$ cat src/rtl/cal_pkg.sv
`timescale 1ns/1ps
package cal_pkg;

    localparam int SEC_W  = 7;
    localparam int MIN_W  = 7;
    localparam int HR_W   = 6;
    localparam int WD_W   = 3;
    localparam int DAY_W  = 6;
    localparam int MON_W  = 5;
    localparam int YR_W   = 8;
    localparam int REG_W  = 16;
    localparam int ADR_W  = 4;
    localparam int FLAG_BIT = REG_W - 1;

    localparam logic [ADR_W-1:0] A_SEC  = 4'd0;
    localparam logic [ADR_W-1:0] A_MIN  = 4'd1;
    localparam logic [ADR_W-1:0] A_HR   = 4'd2;
    localparam logic [ADR_W-1:0] A_WD   = 4'd3;
    localparam logic [ADR_W-1:0] A_DAY  = 4'd4;
    localparam logic [ADR_W-1:0] A_MON  = 4'd5;
    localparam logic [ADR_W-1:0] A_YR   = 4'd6;
    localparam logic [ADR_W-1:0] A_TRIG = 4'd7;
    localparam logic [ADR_W-1:0] A_CTRL = 4'd8;

    typedef struct packed {
        logic [SEC_W-1:0] sec;
        logic [MIN_W-1:0] min;
        logic [HR_W-1:0]  hour;
        logic [WD_W-1:0]  wday;
        logic [DAY_W-1:0] day;
        logic [MON_W-1:0] mon;
        logic [YR_W-1:0]  year;
        logic             leap;
    } cal_time_t;

    localparam cal_time_t CAL_RESET = '{
        sec: '0, min: '0, hour: '0, wday: '0,
        day: 6'h01, mon: 5'h01, year: '0, leap: 1'b0
    };

    // Two-digit packed BCD increment; the caller handles the wrap.
    function automatic logic [7:0] bcd_inc(input logic [7:0] v);
        if (v[3:0] >= 4'd9)
            return {v[7:4] + 4'd1, 4'd0};
        else
            return {v[7:4], v[3:0] + 4'd1};
    endfunction

    // Last valid day code of a month code.
    function automatic logic [DAY_W-1:0] last_day(input logic [MON_W-1:0] m,
                                                  input logic leap);
        case (m)
            5'h02:                      return leap ? 6'h29 : 6'h28;
            5'h04, 5'h06, 5'h09, 5'h11: return 6'h30;
            default:                    return 6'h31;
        endcase
    endfunction

    // True when (1970 + year) is divisible by 4, year given in BCD.
    // (10*t + u + 2) mod 4 == (2*t[0] + u[1:0] + 2) mod 4.
    function automatic logic leap_of(input logic [YR_W-1:0] y);
        logic [1:0] s;
        s = {y[4], 1'b0} + y[1:0] + 2'd2;
        return (s == 2'd0);
    endfunction

endpackage

$ cat src/rtl/cal_prescaler.sv
`timescale 1ns/1ps
module cal_prescaler #(
    parameter int PRE_W = 15
) (
    input  logic clk,
    input  logic rst_n,
    input  logic tick_in,
    input  logic clr,
    output logic sec_tick
);
    localparam logic [PRE_W-1:0] LAST = '1;

    logic [PRE_W-1:0] cnt;

    always_ff @(posedge clk) begin
        if (!rst_n)
            cnt <= '0;
        else if (clr)
            cnt <= '0;
        else if (tick_in)
            cnt <= cnt + 1'b1;
    end

    assign sec_tick = tick_in && !clr && (cnt == LAST);

    AST_PRE_CLEARED: assert property (@(posedge clk) disable iff (!rst_n)
        clr |=> (cnt == '0));
    AST_PRE_HOLD: assert property (@(posedge clk) disable iff (!rst_n)
        (!tick_in && !clr) |=> $stable(cnt));

endmodule

$ cat src/rtl/cal_shadow.sv
`timescale 1ns/1ps
module cal_shadow
    import cal_pkg::*;
(
    input  logic             clk,
    input  logic             rst_n,
    input  logic             wr_en,
    input  logic [ADR_W-1:0] wr_addr,
    input  logic [REG_W-1:0] wr_data,
    output cal_time_t        staged,
    output logic             mode24,
    output logic             load
);
    typedef enum logic [1:0] {
        SH_IDLE,
        SH_STAGED,
        SH_APPLY
    } sh_state_e;

    sh_state_e state, state_d;
    logic fld_wr, trig_wr;
    logic unused_hi;

    assign fld_wr    = wr_en && (wr_addr <= A_YR);
    assign trig_wr   = wr_en && (wr_addr == A_TRIG) && wr_data[FLAG_BIT];
    assign unused_hi = ^wr_data[FLAG_BIT-1:8];

    always_comb begin
        state_d = state;
        unique case (state)
            SH_IDLE:   state_d = trig_wr ? SH_APPLY : (fld_wr ? SH_STAGED : SH_IDLE);
            SH_STAGED: state_d = trig_wr ? SH_APPLY : SH_STAGED;
            SH_APPLY:  state_d = trig_wr ? SH_APPLY : (fld_wr ? SH_STAGED : SH_IDLE);
            default:   state_d = SH_IDLE;
        endcase
    end

    always_ff @(posedge clk) begin
        if (!rst_n)
            state <= SH_IDLE;
        else
            state <= state_d;
    end

    always_comb begin
        load = (state == SH_APPLY);
    end

    always_ff @(posedge clk) begin
        if (!rst_n) begin
            staged <= CAL_RESET;
            mode24 <= 1'b1;
        end else if (wr_en) begin
            case (wr_addr)
                A_SEC:  staged.sec  <= wr_data[SEC_W-1:0];
                A_MIN:  staged.min  <= wr_data[MIN_W-1:0];
                A_HR:   staged.hour <= wr_data[HR_W-1:0];
                A_WD:   staged.wday <= wr_data[WD_W-1:0];
                A_DAY:  staged.day  <= wr_data[DAY_W-1:0];
                A_MON:  staged.mon  <= wr_data[MON_W-1:0];
                A_YR: begin
                    staged.year <= wr_data[YR_W-1:0];
                    staged.leap <= wr_data[FLAG_BIT];
                end
                A_CTRL: mode24 <= wr_data[0];
                default: ;
            endcase
        end
    end

    AST_TRIG_LOADS: assert property (@(posedge clk) disable iff (!rst_n)
        trig_wr |=> load);
    AST_NO_STRAY_LOAD: assert property (@(posedge clk) disable iff (!rst_n)
        load |-> $past(trig_wr));

endmodule

$ cat src/rtl/cal_core.sv
`timescale 1ns/1ps
module cal_core
    import cal_pkg::*;
(
    input  logic      clk,
    input  logic      rst_n,
    input  logic      load,
    input  cal_time_t staged,
    input  logic      sec_tick,
    input  logic      mode24,
    output cal_time_t cur
);
    cal_time_t nx;
    logic c_min, c_hr, c_day, c_mon, c_yr;

    always_comb begin
        nx    = cur;
        c_min = 1'b0;
        c_hr  = 1'b0;
        c_day = 1'b0;
        c_mon = 1'b0;
        c_yr  = 1'b0;

        if (cur.sec >= 7'h59) begin
            nx.sec = '0;
            c_min  = 1'b1;
        end else begin
            nx.sec = SEC_W'(bcd_inc({1'b0, cur.sec}));
        end

        if (c_min) begin
            if (cur.min >= 7'h59) begin
                nx.min = '0;
                c_hr   = 1'b1;
            end else begin
                nx.min = MIN_W'(bcd_inc({1'b0, cur.min}));
            end
        end

        if (c_hr) begin
            if (mode24) begin
                if (cur.hour >= 6'h23) begin
                    nx.hour = '0;
                    c_day   = 1'b1;
                end else begin
                    nx.hour = HR_W'(bcd_inc({2'b0, cur.hour}));
                end
            end else begin
                if (cur.hour[4:0] >= 5'h11) begin
                    nx.hour = {~cur.hour[5], 5'h00};
                    c_day   = cur.hour[5];
                end else begin
                    nx.hour = {cur.hour[5], 5'(bcd_inc({3'b0, cur.hour[4:0]}))};
                end
            end
        end

        if (c_day) begin
            nx.wday = (cur.wday >= 3'd6) ? 3'd0 : cur.wday + 3'd1;
            if (cur.day >= last_day(cur.mon, cur.leap)) begin
                nx.day = 6'h01;
                c_mon  = 1'b1;
            end else begin
                nx.day = DAY_W'(bcd_inc({2'b0, cur.day}));
            end
        end

        if (c_mon) begin
            if (cur.mon >= 5'h12) begin
                nx.mon = 5'h01;
                c_yr   = 1'b1;
            end else begin
                nx.mon = MON_W'(bcd_inc({3'b0, cur.mon}));
            end
        end

        if (c_yr) begin
            nx.year = (cur.year >= 8'h99) ? '0 : bcd_inc(cur.year);
            nx.leap = leap_of(nx.year);
        end
    end

    always_ff @(posedge clk) begin
        if (!rst_n)
            cur <= CAL_RESET;
        else if (load)
            cur <= staged;
        else if (sec_tick)
            cur <= nx;
    end

    AST_IDLE_HOLD: assert property (@(posedge clk) disable iff (!rst_n)
        (!load && !sec_tick) |=> $stable(cur));
    AST_LOAD_COPY: assert property (@(posedge clk) disable iff (!rst_n)
        load |=> (cur == $past(staged)));
    AST_SEC_WRAP: assert property (@(posedge clk) disable iff (!rst_n)
        (sec_tick && !load && cur.sec == 7'h59) |=> (cur.sec == '0));

endmodule

$ cat src/rtl/bcd_calendar.sv
`timescale 1ns/1ps
module bcd_calendar
    import cal_pkg::*;
#(
    parameter int PRE_W = 15
) (
    input  logic             clk,
    input  logic             rst_n,
    input  logic             tick_in,
    input  logic             wr_en,
    input  logic [ADR_W-1:0] wr_addr,
    input  logic [REG_W-1:0] wr_data,
    input  logic [ADR_W-1:0] rd_addr,
    output logic [REG_W-1:0] rd_data
);
    cal_time_t staged, live;
    logic      mode24, load, sec_tick;

    cal_shadow u_shadow (
        .clk     (clk),
        .rst_n   (rst_n),
        .wr_en   (wr_en),
        .wr_addr (wr_addr),
        .wr_data (wr_data),
        .staged  (staged),
        .mode24  (mode24),
        .load    (load)
    );

    cal_prescaler #(.PRE_W(PRE_W)) u_pre (
        .clk      (clk),
        .rst_n    (rst_n),
        .tick_in  (tick_in),
        .clr      (load),
        .sec_tick (sec_tick)
    );

    cal_core u_core (
        .clk      (clk),
        .rst_n    (rst_n),
        .load     (load),
        .staged   (staged),
        .sec_tick (sec_tick),
        .mode24   (mode24),
        .cur      (live)
    );

    always_comb begin
        rd_data = '0;
        case (rd_addr)
            A_SEC:  rd_data[SEC_W-1:0] = live.sec;
            A_MIN:  rd_data[MIN_W-1:0] = live.min;
            A_HR:   rd_data[HR_W-1:0]  = live.hour;
            A_WD:   rd_data[WD_W-1:0]  = live.wday;
            A_DAY:  rd_data[DAY_W-1:0] = live.day;
            A_MON:  rd_data[MON_W-1:0] = live.mon;
            A_YR: begin
                rd_data[YR_W-1:0] = live.year;
                rd_data[FLAG_BIT] = live.leap;
            end
            A_CTRL: rd_data[0] = mode24;
            default: ;
        endcase
    end

    AST_TRIG_READS_ZERO: assert property (@(posedge clk) disable iff (!rst_n)
        (rd_addr == A_TRIG) |-> (rd_data == '0));

endmodule

$ cat config.mk
export PLATFORM = sky130hd
export DESIGN_NAME = bcd_calendar
export DESIGN_NICKNAME = d
export VERILOG_FILES = /design/src/rtl/cal_pkg.sv /design/src/rtl/cal_prescaler.sv /design/src/rtl/cal_shadow.sv /design/src/rtl/cal_core.sv /design/src/rtl/bcd_calendar.sv
export SDC_FILE = /design/constraint.sdc
export NUM_CORES = 1
export LEC_CHECK = 0
export ABC_AREA = 1
export BUFFER_PORTS_ARGS = -buffer_cell sky130_fd_sc_hd__buf_2
export CORE_UTILIZATION = 50
export CTS_BUF_LIST = sky130_fd_sc_hd__clkbuf_8
export CTS_CLUSTER_SIZE = 30
export DETAILED_ROUTE_END_ITERATION = 10
export HOLD_SLACK_MARGIN = 0.12
export PLACE_DENSITY = 0.71
export SYNTH_ARGS = -nofsm -noshare
export SYNTH_HDL_FRONTEND = slang
export SYNTH_SLANG_ARGS = --single-unit
$ cat constraint.sdc
create_clock -name clk -period 2.15 [get_ports clk]
set_input_delay 0.43 -clock clk [delete_from_list [all_inputs] [get_ports clk]]
set_output_delay 0.43 -clock clk [all_outputs]
set_load 0.01 [all_outputs]
==> impl_results.rst, run 1 <==
.. list-table::
   :header-rows: 1

   * - Metric
     - Value
   * - Status
     - finished with violations
   * - Violations in the final reports
     - design-rule violations, negative setup slack
   * - Final design instance area without fill
     - 0.006910 sq mm
   * - Type of the worst setup path
     - reg2reg
   * - Final hold violation count
     - 0
   * - Remaining global-route overflow
     - 0
   * - Final estimated routing congestion in global placement
     - 0.9405
   * - Final period utilization
     - 104.0%
   * - Drt first pass iters
     - 9
   * - Least-Margin Pin Slew
     - 0.7441 ns
   * - Path class of the lowest-slack min-delay path
     - in2reg
   * - Longest Clk Path Bufs
     - 2
   * - Minimum setup slack in the final design
     - -0.08585 ns
   * - Layout cells sized above 1
     - 14.60%
   * - Max Cap Violations
     - 0
   * - Synthesis-stage register bit count
     - 104
   * - Avg Synthesized Cell Area
     - 6.748 sq um
   * - Fill cell total of the finished layout
     - 1104
   * - Routed wire length
     - 15890 microns
   * - Commonest cells after routing, fill and taps aside
     - sky130_fd_sc_hd__nand2_1, sky130_fd_sc_hd__nor2_1, sky130_fd_sc_hd__dfxtp_1
   * - Worst-skew pair later-pin latency
     - 0.38 ns
   * - Unrepaired setup endpoints after global routing
     - yes
   * - Syn Std Cell Area
     - 0.005992 sq mm
   * - Post-synth cell types
     - 45
   * - Clock transition at the registers of the reported paths
     - 0.10 ns
   * - TritonCTS clock tree
     - yes
   * - Post-Route M1 WL
     - 7563 microns
   * - Most area-hungry cell type in the Yosys netlist
     - sky130_fd_sc_hd__dfxtp_1
   * - Antenna cell count
     - 0
   * - Data arrival at the endpoint of the critical path
     - 2.55 ns
   * - Cts-stage hold buffer count
     - 0
   * - HPWL after detailed placement
     - 11480 microns
   * - Leading cell type in the layout, fill and taps excluded
     - sky130_fd_sc_hd__nand2_1
   * - Mux share of post-synthesis cell area
     - 0%
   * - Setup clock skew after layout
     - 0.01450 ns
   * - Die Span Y
     - 111.5 microns
   * - Width of the die
     - 111.5 microns
   * - Synthesis-to-layout area growth
     - 15.33%
   * - Sum of negative setup slack
     - -0.3724 ns
   * - Crit path launch type
     - flip-flop
   * - IR drop worst, VDD
     - 0.0005100 V
   * - Portion of the post-synthesis area used by sequential elements
     - 34.75%
   * - Leading cell types by total area after synthesis
     - sky130_fd_sc_hd__dfxtp_1, sky130_fd_sc_hd__nand2_1, sky130_fd_sc_hd__nor2_1
   * - Row count
     - 39
   * - Core area
     - 0.01156 sq mm
   * - Mapped Cells
     - 888
   * - Worst slew slack as a fraction of its limit
     - 50.21%
   * - H-tree depth
     - 3
   * - Pin count of the biggest net entering global routing
     - 72
   * - Number of vias per cell after detailed routing
     - 5.301
   * - Main combinational cell family by area after synthesis
     - simple AND/OR/NAND/NOR gates
   * - Critical path capture point type
     - flip-flop
   * - Max Transition Viols Final
     - 0
   * - Post-Synth XOR/XNOR Area
     - 2.777%
   * - Global-route wire length before repair
     - 26270 microns
   * - Number of buffers created by CTS
     - 9
   * - Placed standard-cell area
     - 0.006410 sq mm
   * - Number of routed nets with antenna violations
     - 0
   * - Number of primary I/O pins
     - 44
   * - Area share of the leading cell type in the synthesized netlist
     - 34.75%
   * - Clk sinks
     - 104
   * - Compound-gate portion of the synthesized area
     - 19.04%
   * - Global-route usage over all layers
     - 26.65%
   * - Detailed-routed wire length on met3
     - 842 microns
   * - Root Buffer Master
     - sky130_fd_sc_hd__clkbuf_8
   * - Arithmetic-cell share of the synthesized area counting full adders, half adders and majority gates
     - 7.100%
   * - Final count of negative-setup-slack endpoints
     - 6
   * - Critical path required time
     - 2.47 ns
   * - Via count
     - 5805
   * - Antenna violations before repair
     - 2
   * - Net count reported at finish
     - 1009
   * - Register-to-Register Setup Slack
     - -0.09 ns
   * - Static Leakage
     - 3.073 nW
   * - Starting density of the core
     - 51.81%
   * - Via count of the first global-routing pass
     - 5291
   * - Warnings, synthesis
     - 0
   * - Remaining DRCs
     - 2
   * - Average routed wire per standard cell
     - 14.51 microns
   * - Biggest fanout along the worst timing path
     - 6
   * - Simple-gate share of the synthesized area
     - 26.58%
   * - Time the final worst path needs with I/O delays and setup
     - 2.236 ns
   * - Max layer used
     - met4
   * - Area enclosed by the die boundary
     - 0.01243 sq mm
   * - Total met2 wirelength after detailed routing
     - 7123 microns
   * - Number of buffer cells added on primary ports
     - 29
   * - Power density over the cells
     - 527.3 mW/mm^2
   * - First DRT Iteration DRCs
     - 372
   * - Maximum operating frequency
     - 0.4473 GHz
[cell type report]
cell class              instances  area [sq um]  share of cell area (%)
multi-input cells             650          3502                   50.68
flip-flops and latches        104          2088                   30.22
repair buffers                 71         467.9                   6.772
inverters                     111         427.9                   6.192
well taps                     143         178.9                   2.589
clock buffers                  10         137.6                   1.992
clock inverters                 6         107.6                   1.557
[final timing paths]
check                                                       from                                to  cells after the start
worst max register to register       u_core.cur[10]$_SDFFE_PN0P_        u_core.cur[3]$_SDFFE_PN0P_                     13
worst min register to register  u_shadow.staged[38]$_SDFFE_PN0P_  u_shadow.staged[38]$_SDFFE_PN0P_                      2
worst min-delay path                                  wr_data[7]   u_shadow.staged[8]$_SDFFE_PN0P_                      3
worst max-delay path                 u_core.cur[10]$_SDFFE_PN0P_        u_core.cur[3]$_SDFFE_PN0P_                     13
[cell families after synthesis]
kind of cell | Yosys count
buffers and inverters | 140
AOI/OAI and AO/OA | 209
DFF | 104
other | 1
adders and majority gates | 34
and+or+nand+nor | 381
xor gates and xnor gates | 19
[critical path, cell delays in order, from the launching register on]
cell and delay (ns):
sky130_fd_sc_hd__dfxtp_4 0.38, sky130_fd_sc_hd__inv_6 0.08, sky130_fd_sc_hd__ha_4 0.12, sky130_fd_sc_hd__o211ai_1 0.09
sky130_fd_sc_hd__a31oi_1 0.20, sky130_fd_sc_hd__a21oi_1 0.06, sky130_fd_sc_hd__ha_2 0.31, sky130_fd_sc_hd__nand4_1 0.13
sky130_fd_sc_hd__nand3_2 0.14, sky130_fd_sc_hd__nand4_1 0.23, sky130_fd_sc_hd__buf_6 0.23, sky130_fd_sc_hd__nand2_4 0.05
sky130_fd_sc_hd__nand2_2 0.04, sky130_fd_sc_hd__nor2_1 0.11
[stage by stage]
stage | hold WS (ns) | util (%) | setup slack [ns] | power, W | std cells
after floorplan | 0.4245 | - | 0.01423 | 0.002123 | 894
after global placement | 0.4364 | 55.43 | -0.03550 | 0.002194 | 1068
after detailed placement | 0.4559 | 55.43 | -0.04710 | 0.002196 | 1068
after CTS | 0.3089 | 58.40 | -0.001169 | 0.003665 | 1087
after global routing | 0.3092 | 59.75 | -0.2201 | 0.003772 | 1095
final | 0.3096 | 59.75 | -0.08585 | 0.003644 | 1095
[synth_stat cells, drive strengths merged]
cell type,instances
ha,34
buf,15
o21ai,82
nand3b,2
o21bai,1
xnor2,10
o211ai,4
nand4,9
a32oi,1
a22o,1
nor4,1
o31ai,2
o22ai,11
or2,1
xor2,9
a211oi,1
o221ai,2
o2111ai,4
and3,2
nand3,45
a21oi,93
a31oi,2
a22oi,1
clkinv,2
nor2,155
nand2,157
a221oi,4
nor3,9
dfxtp,104
clkbuf,14
inv,109
conb,1
[power by group]
group | internal (W) | switching (W)
sequential | 0.00195 | 0.0000131
clock | 0.000802 | 0.000687
combinational | 0.0000590 | 0.000138
total | 0.00281 | 0.000838
[registers in the layout (all words and copies together), names as in the netlist]
name             count
u_shadow.state       2
u_shadow.mode24      1
u_shadow.staged     43
u_core.cur          43
u_pre.cnt           15
[layer usage]
metal,global-route usage [%],up-vias
met2,42.25,164
met4,10.81,0
met1,36.30,2605
met3,4.083,25
met5,0,-
li1,-,3011
[what timing repair did]
| action | CTS | global route |
|---|---|---|
| endpoints found under the setup margin | 11 | 26 |
| gates resized for setup | 20 | 29 |
| gates cloned | 1 | 0 |
| buffers inserted | 2 | 8 |
| pin swaps | 2 | 13 |
Note: power is estimated with default switching activity, not from simulation.
==> run 2: changes to the inputs <==
CORE_UTILIZATION = 55   (was 50)
PLACE_DENSITY = 0.77   (was 0.71)
==> run 2 against run 1 <==
Effect of this change:
- hold slack hardly changed
- combinational power is 4% higher
- critical path depth is 1 higher
- design area is 1.3% lower
- the flow now finishes without violations
- largest cell class unchanged
- sequential share of layout area is 0.39 points higher
- die area is 8.9% lower
- first-iteration DRC count is 28% higher
- flip-flop and latch count stayed put
- register-to-register slack better by 0.09 ns
- clock skew is 0.0029 ns lower
- clock-buffer cell count is 1 higher
- core utilization is 5.5 points higher
==> impl_results.rst, run 2 (synthesis gave the netlist of run 1 again) <==
.. list-table::
   :header-rows: 1

   * - Metric
     - Value
   * - Synthesis-to-layout area growth
     - 13.87%
   * - Cts-stage hold buffer count
     - 0
   * - Finished Layout Cells
     - 1083
   * - Routed wire length
     - 15780 microns
   * - Data arrival at the endpoint of the critical path
     - 2.42 ns
   * - Max Cap Violations
     - 0
   * - Row count
     - 37
   * - Proportion of total power due to net switching
     - 25.17%
   * - Number of primary I/O pins
     - 44
   * - Unrepaired setup endpoints after global routing
     - yes
   * - Status
     - completed
   * - Crit path launch type
     - flip-flop
   * - Commonest cells after routing, fill and taps aside
     - sky130_fd_sc_hd__nand2_1, sky130_fd_sc_hd__nor2_1, sky130_fd_sc_hd__inv_1
   * - Width of the die
     - 106.4 microns
   * - Final hold violation count
     - 0
   * - Placed standard-cell area
     - 0.006434 sq mm
   * - Critical path required time
     - 2.43 ns
   * - Max Transition Viols Final
     - 0
   * - Leading cell type in the layout, fill and taps excluded
     - sky130_fd_sc_hd__nand2_1
   * - Number of routed nets with antenna violations
     - 0
   * - Final estimated routing congestion in global placement
     - 0.9029
   * - Post-placement setup slack
     - -0.06906 ns
   * - Via count of the first global-routing pass
     - 5258
   * - Longest Clk Path Bufs
     - 2
   * - Power density over the cells
     - 488.3 mW/mm^2
   * - Time the final worst path needs with I/O delays and setup
     - 2.143 ns
   * - Remaining DRCs
     - 0
   * - Top Registers
     - u_core.cur: 43 flops, u_shadow.staged: 43 flops, u_pre.cnt: 15 flops
   * - Antenna violations before repair
     - 0
   * - Critical path capture point type
     - flip-flop
   * - Number of cells in the design after placement
     - 1062
   * - IR drop worst, VDD
     - 0.0004216 V
   * - Sum of negative setup slack
     - 0 ns
   * - Net count reported at finish
     - 1004
   * - Root Buffer Master
     - sky130_fd_sc_hd__clkbuf_8
   * - Combinational Power Share
     - 6.1%
   * - H-tree depth
     - 3
   * - HPWL after detailed placement
     - 11300 microns
   * - Global-route usage over all layers
     - 28.69%
   * - Die Span Y
     - 106.4 microns
   * - Final count of negative-setup-slack endpoints
     - 0
   * - Setup clock skew after layout
     - 0.01163 ns
   * - TritonCTS clock tree
     - yes
   * - Minimum setup slack in the final design
     - 0.006980 ns
   * - Pin count of the biggest net entering global routing
     - 41
   * - Average routed wire per standard cell
     - 14.57 microns
   * - Drt first pass iters
     - 6
   * - Biggest fanout along the worst timing path
     - 11
   * - Number of buffers created by CTS
     - 9
   * - Global-route wire length before repair
     - 25590 microns
   * - Clock transition at the registers of the reported paths
     - 0.10 ns
   * - Sequential cell fraction of total power
     - 58.8%
   * - Final period utilization
     - 99.68%
   * - First DRT Iteration DRCs
     - 476
   * - Path class of the lowest-slack min-delay path
     - in2reg
   * - Fill cell total of the finished layout
     - 1015
   * - Clk sinks
     - 104
   * - Sum of internal, switching and leakage power
     - 0.003331 W
   * - Power dissipated by switching net loads
     - 0.0008386 W
   * - Internal power summed over all cells
     - 0.002493 W
   * - Via count
     - 5884
   * - Core area
     - 0.01046 sq mm
   * - Antenna cell count
     - 0
   * - Layout cells sized above 1
     - 13.83%
   * - Final design instance area without fill
     - 0.006823 sq mm
   * - Remaining global-route overflow
     - 0
   * - Number of buffer cells added on primary ports
     - 29
   * - Clock share of power
     - 35.1%
   * - Number of vias per cell after detailed routing
     - 5.433
   * - Area enclosed by the die boundary
     - 0.01132 sq mm
   * - Worst-skew pair later-pin latency
     - 0.38 ns
   * - Static Leakage
     - 3.039 nW
   * - Maximum operating frequency
     - 0.4666 GHz
   * - Type of the worst setup path
     - reg2reg
   * - Starting density of the core
     - 57.27%
## run 2: path summary, 6_finish.rpt
kind / startpoint / to / slack (ns) / depth (start not counted)
max: u_core.cur[9]$_SDFFE_PN1P_ / u_core.cur[0]$_SDFFE_PN0P_ / 0.007 / 14
min: wr_data[7] / u_shadow.staged[8]$_SDFFE_PN0P_ / 0.31 / 3
max reg2reg: u_core.cur[9]$_SDFFE_PN1P_ / u_core.cur[0]$_SDFFE_PN0P_ / 0.007 / 14
min reg2reg: u_shadow.staged[16]$_SDFFE_PN0P_ / u_shadow.staged[16]$_SDFFE_PN0P_ / 0.45 / 2
## run 2: critical path: stages, from the launching register on
cell and delay, ns:
sky130_fd_sc_hd__dfxtp_2 0.35, sky130_fd_sc_hd__inv_4 0.08, sky130_fd_sc_hd__ha_4 0.15, sky130_fd_sc_hd__nand3_2 0.13
sky130_fd_sc_hd__ha_4 0.30, sky130_fd_sc_hd__inv_1 0.03, sky130_fd_sc_hd__nor2_1 0.14, sky130_fd_sc_hd__nand2_1 0.10
sky130_fd_sc_hd__a21oi_2 0.12, sky130_fd_sc_hd__nor2_2 0.06, sky130_fd_sc_hd__nand3_2 0.12, sky130_fd_sc_hd__nand4_1 0.13
sky130_fd_sc_hd__buf_6 0.17, sky130_fd_sc_hd__nor2_1 0.10, sky130_fd_sc_hd__nor2_1 0.05
## run 2: stage by stage
step,utilization (%),hold slack (ns)
after global routing,65.21,0.3292
after global placement,61.49,0.4377
after floorplan,-,0.4245
after CTS,63.62,0.3029
final,65.21,0.3099
after detailed placement,61.49,0.4418
## run 2: metal layers
layer	global-route usage, %	vias up	part of all wire (%)
li1	-	3006	-
met1	39.51	2661	46
met4	8.333	0	2.1
met2	46.15	190	46
met5	0	-	0
met3	4.537	27	6.5
## run 2: what timing repair did
action	4_1_cts	5_1_grt
gates cloned	0	0
buffers inserted	1	4
pin swaps	4	9
gates resized for setup	10	33
endpoints found under the setup margin	17	27
## run 2: cell type report
class	instances	area, sq um	area share (%)
clock buffer	11	151.4	2.219
clock inverter	5	32.53	0.4768
inverter	111	421.7	6.180
multi-input combinational	650	3487	51.11
sequential	104	2088	30.61
tap	136	170.2	2.494
timing repair buffer	66	471.7	6.914
## run 2: power groups by stage
stage / Sequential (W) / Combinational, W / Clock, W
after global placement: 0.00200 / 0.000195 / 0
after floorplan: 0.00200 / 0.000123 / 0
after detailed placement: 0.00200 / 0.000198 / 0
after CTS: 0.00196 / 0.000200 / 0.00119
after global routing: 0.00196 / 0.000226 / 0.00126
final: 0.00196 / 0.000204 / 0.00117
==> run 3: changes to the inputs <==
--- a/config.mk
+++ b/config.mk
@@ -14,3 +14,3 @@
 export HOLD_SLACK_MARGIN = 0.12
-export PLACE_DENSITY = 0.77
+export PLACE_DENSITY = 0.74
 export SYNTH_ARGS = -nofsm -noshare
==> constraint.sdc (replaced) <==
create_clock -name clk -period 2.7 [get_ports clk]
set_input_delay 0.135 -clock clk [delete_from_list [all_inputs] [get_ports clk]]
set_output_delay 0.135 -clock clk [all_outputs]
set_load 0.01 [all_outputs]
==> run 3 against run 2 <==
Effect of this change:
- die area unchanged
- routed wire length up 0.87%
- clock-buffer cell count down 1
- via count rose by 0.85%
- clock power fell by 10%
- power fell by 17%
- core utilization shrank 2.5 points
- largest cell class unchanged
==> impl_results.rst, run 3 (synthesis gave the netlist of run 1 again) <==
.. list-table::
   :header-rows: 1

   * - Metric
     - Value
   * - Time the final worst path needs with I/O delays and setup
     - 2.413 ns
   * - CP delay by family, top
     - simple AND/OR/NAND/NOR gates
   * - Layout cells sized above 1
     - 7.750%
   * - Net count reported at finish
     - 986
   * - Average routed wire per standard cell
     - 14.94 microns
   * - Final count of negative-setup-slack endpoints
     - 0
   * - Number of cells in the design after placement
     - 1035
   * - Pin count of the biggest net entering global routing
     - 72
   * - Fill cell total of the finished layout
     - 1000
   * - Area enclosed by the die boundary
     - 0.01132 sq mm
   * - Routed wire length
     - 15910 microns
   * - Drt first pass iters
     - 5
   * - Remaining global-route overflow
     - 0
   * - Endpoint of the lowest-slack register-to-register path
     - u_core.cur[18]$_SDFFE_PN0P_
   * - Number of primary I/O pins
     - 44
   * - Die Span Y
     - 106.4 microns
   * - Setup clock skew after layout
     - 0.01438 ns
   * - Maximum operating frequency
     - 0.4144 GHz
   * - Max Cap Violations
     - 0
   * - List of cells traversed by the critical path
     - inv_1 -> ha_1 -> nand3_1 -> inv_1 -> ha_1 -> nand2_1 -> inv_1 -> nand2_1 -> a21oi_1 -> nor2_1 -> nand3_2 -> nor2_2 -> inv_1 -> nand2_1 -> nand2_1 -> nand2_1 -> nor2_1
   * - H-tree depth
     - 3
   * - Worst min-delay path startpoint
     - wr_data[3]
   * - Least-Margin Pin Slew
     - 0.6784 ns
   * - Critical path required time
     - 2.98 ns
   * - Number of routed nets with antenna violations
     - 0
   * - Root Buffer Master
     - sky130_fd_sc_hd__clkbuf_8
   * - Area of combinational cells with multiple inputs
     - 0.003354 sq mm
   * - Final Core Density
     - 62.68%
   * - Remaining DRCs
     - 0
   * - Row count
     - 37
   * - Type of the worst setup path
     - reg2reg
   * - Longest Clk Path Bufs
     - 2
   * - IR drop worst, VDD
     - 0.0003543 V
   * - Post-placement setup slack
     - 0.09691 ns
   * - Worst-skew pair later-pin latency
     - 0.38 ns
   * - Final period utilization
     - 89.38%
   * - Clk sinks
     - 104
   * - Register-to-Register Setup Slack
     - 0.29 ns
   * - Cell with the most instances on the worst path
     - sky130_fd_sc_hd__nand2_1
   * - First DRT Iteration DRCs
     - 506
   * - Via count of the first global-routing pass
     - 5524
   * - Via count
     - 5934
   * - Starting density of the core
     - 57.27%
   * - Commonest cells after routing, fill and taps aside
     - sky130_fd_sc_hd__nand2_1, sky130_fd_sc_hd__nor2_1, sky130_fd_sc_hd__inv_1
   * - Data arrival at the endpoint of the critical path
     - 2.70 ns
   * - Finished Layout Cells
     - 1065
   * - Reg-to-reg critical path startpoint
     - u_core.cur[9]$_SDFFE_PN1P_
   * - HPWL after detailed placement
     - 11650 microns
   * - Static Leakage
     - 2.915 nW
   * - TritonCTS clock tree
     - yes
   * - Max Transition Viols Final
     - 0
   * - Final estimated routing congestion in global placement
     - 0.9320
   * - Antenna violations before repair
     - 0
   * - Core area
     - 0.01046 sq mm
   * - Antenna cell count
     - 0
   * - Slowest cell on the critical path
     - sky130_fd_sc_hd__dfxtp_2
   * - Critical path capture point type
     - flip-flop
   * - Top Registers
     - u_core.cur: 43 flops, u_shadow.staged: 43 flops, u_pre.cnt: 15 flops
   * - Number of vias per cell after detailed routing
     - 5.572
   * - Worst Hold Slack
     - 0.1502 ns
   * - Power density over the cells
     - 424.0 mW/mm^2
   * - Crit path launch type
     - flip-flop
   * - Final hold violation count
     - 0
   * - Worst Hold End
     - u_shadow.staged[32]$_SDFFE_PN0P_
   * - Path class of the lowest-slack min-delay path
     - in2reg
   * - Biggest fanout along the worst timing path
     - 7
   * - Number of buffer cells added on primary ports
     - 29
   * - Register cell area after layout
     - 0.002083 sq mm
   * - Width of the die
     - 106.4 microns
   * - Global-route wire length before repair
     - 26230 microns
   * - Clock transition at the registers of the reported paths
     - 0.11 ns
   * - Number of cells on the worst hold path
     - 3
   * - Minimum setup slack in the final design
     - 0.2867 ns
   * - Status
     - completed
   * - Synthesis-to-layout area growth
     - 9.438%
   * - Global-route usage over all layers
     - 29.44%
   * - Number of cell instances on the worst register-to-register path
     - 17
   * - Biggest cell delay along the critical path
     - 0.40 ns
   * - Sum of negative setup slack
     - 0 ns
   * - Leading cell type in the layout, fill and taps excluded
     - sky130_fd_sc_hd__nand2_1
   * - Number of buffers created by CTS
     - 9
   * - Combined buffer and inverter count along the critical path
     - 4
   * - Worst slew slack as a fraction of its limit
     - 54.77%
   * - Unrepaired setup endpoints after global routing
     - no
-- run 3: cell types whose count changed in the layout (fill, tap and decap cells not counted), moves of 4 or more --
cell / delta
sky130_fd_sc_hd__buf_4: -25
sky130_fd_sc_hd__dlygate4sd3_1: +13
sky130_fd_sc_hd__ha_1: +5
sky130_fd_sc_hd__nand3_1: +5
sky130_fd_sc_hd__nand3_2: -5
sky130_fd_sc_hd__nand2_1: +4
-- run 3: worst max-delay path by stage --
stage,startpoint,to,cells after the start
finish,u_core.cur[9]$_SDFFE_PN1P_,u_core.cur[18]$_SDFFE_PN0P_,17
global route,u_core.cur[9]$_SDFFE_PN1P_,u_core.cur[18]$_SDFFE_PN0P_,17
CTS,u_core.cur[9]$_SDFFE_PN1P_,u_core.cur[0]$_SDFFE_PN0P_,14
detailed placement,u_core.cur[9]$_SDFFE_PN1P_,u_core.cur[0]$_SDFFE_PN0P_,14
global placement,u_core.cur[9]$_SDFFE_PN1P_,u_core.cur[0]$_SDFFE_PN0P_,14
floorplan,u_core.cur[9]$_SDFFE_PN1P_,u_core.cur[18]$_SDFFE_PN0P_,17
-- run 3: metal layers --
layer  share of wire, %  GRT usage, %  wire length, microns
met1                 45         38.34                  7121
met2                 46         48.56                  7259
met3                6.8         4.353                  1082
met4                2.8         12.10                   450
met5                  0             0                     0
-- run 3: metrics by stage --
stage | instance area, sq um | power, W
global placement | 6203 | 0.001739
CTS | 6546 | 0.002791
finish | 6558 | 0.002780
global route | 6558 | 0.002879
floorplan | 6015 | 0.001691
detailed placement | 6203 | 0.001745
-- run 3: repair_timing --
action / in CTS / in global routing
setup endpoints to repair: 0 / 9
endpoints found under the hold margin: 17 / 0
hold buffers: 13 / 0
setup buffers: 0 / 1
resized for setup: 0 / 2
-- run 3: worst min-delay path: cells and delay by family --
family	cells	cell delay (ns)
simple gates	2	0.18
buf+inv	1	0.17
-- run 3: cell type report --
cell class,instances,share of cell area [%]
multi-input combinational,650,51.15
sequential,104,31.77
inverter,111,6.354
timing repair buffer,48,4.885
tap,136,2.595
clock buffer,10,2.099
clock inverter,6,1.145
-- run 3: report_power, final --
part	total, W	internal [W]	switching (W)
Combinational	0.000166	0.0000522	0.000114
Clock	0.00105	0.000469	0.000583
Sequential	0.00156	0.00155	0.0000108
Total	0.00278	0.00207	0.000708
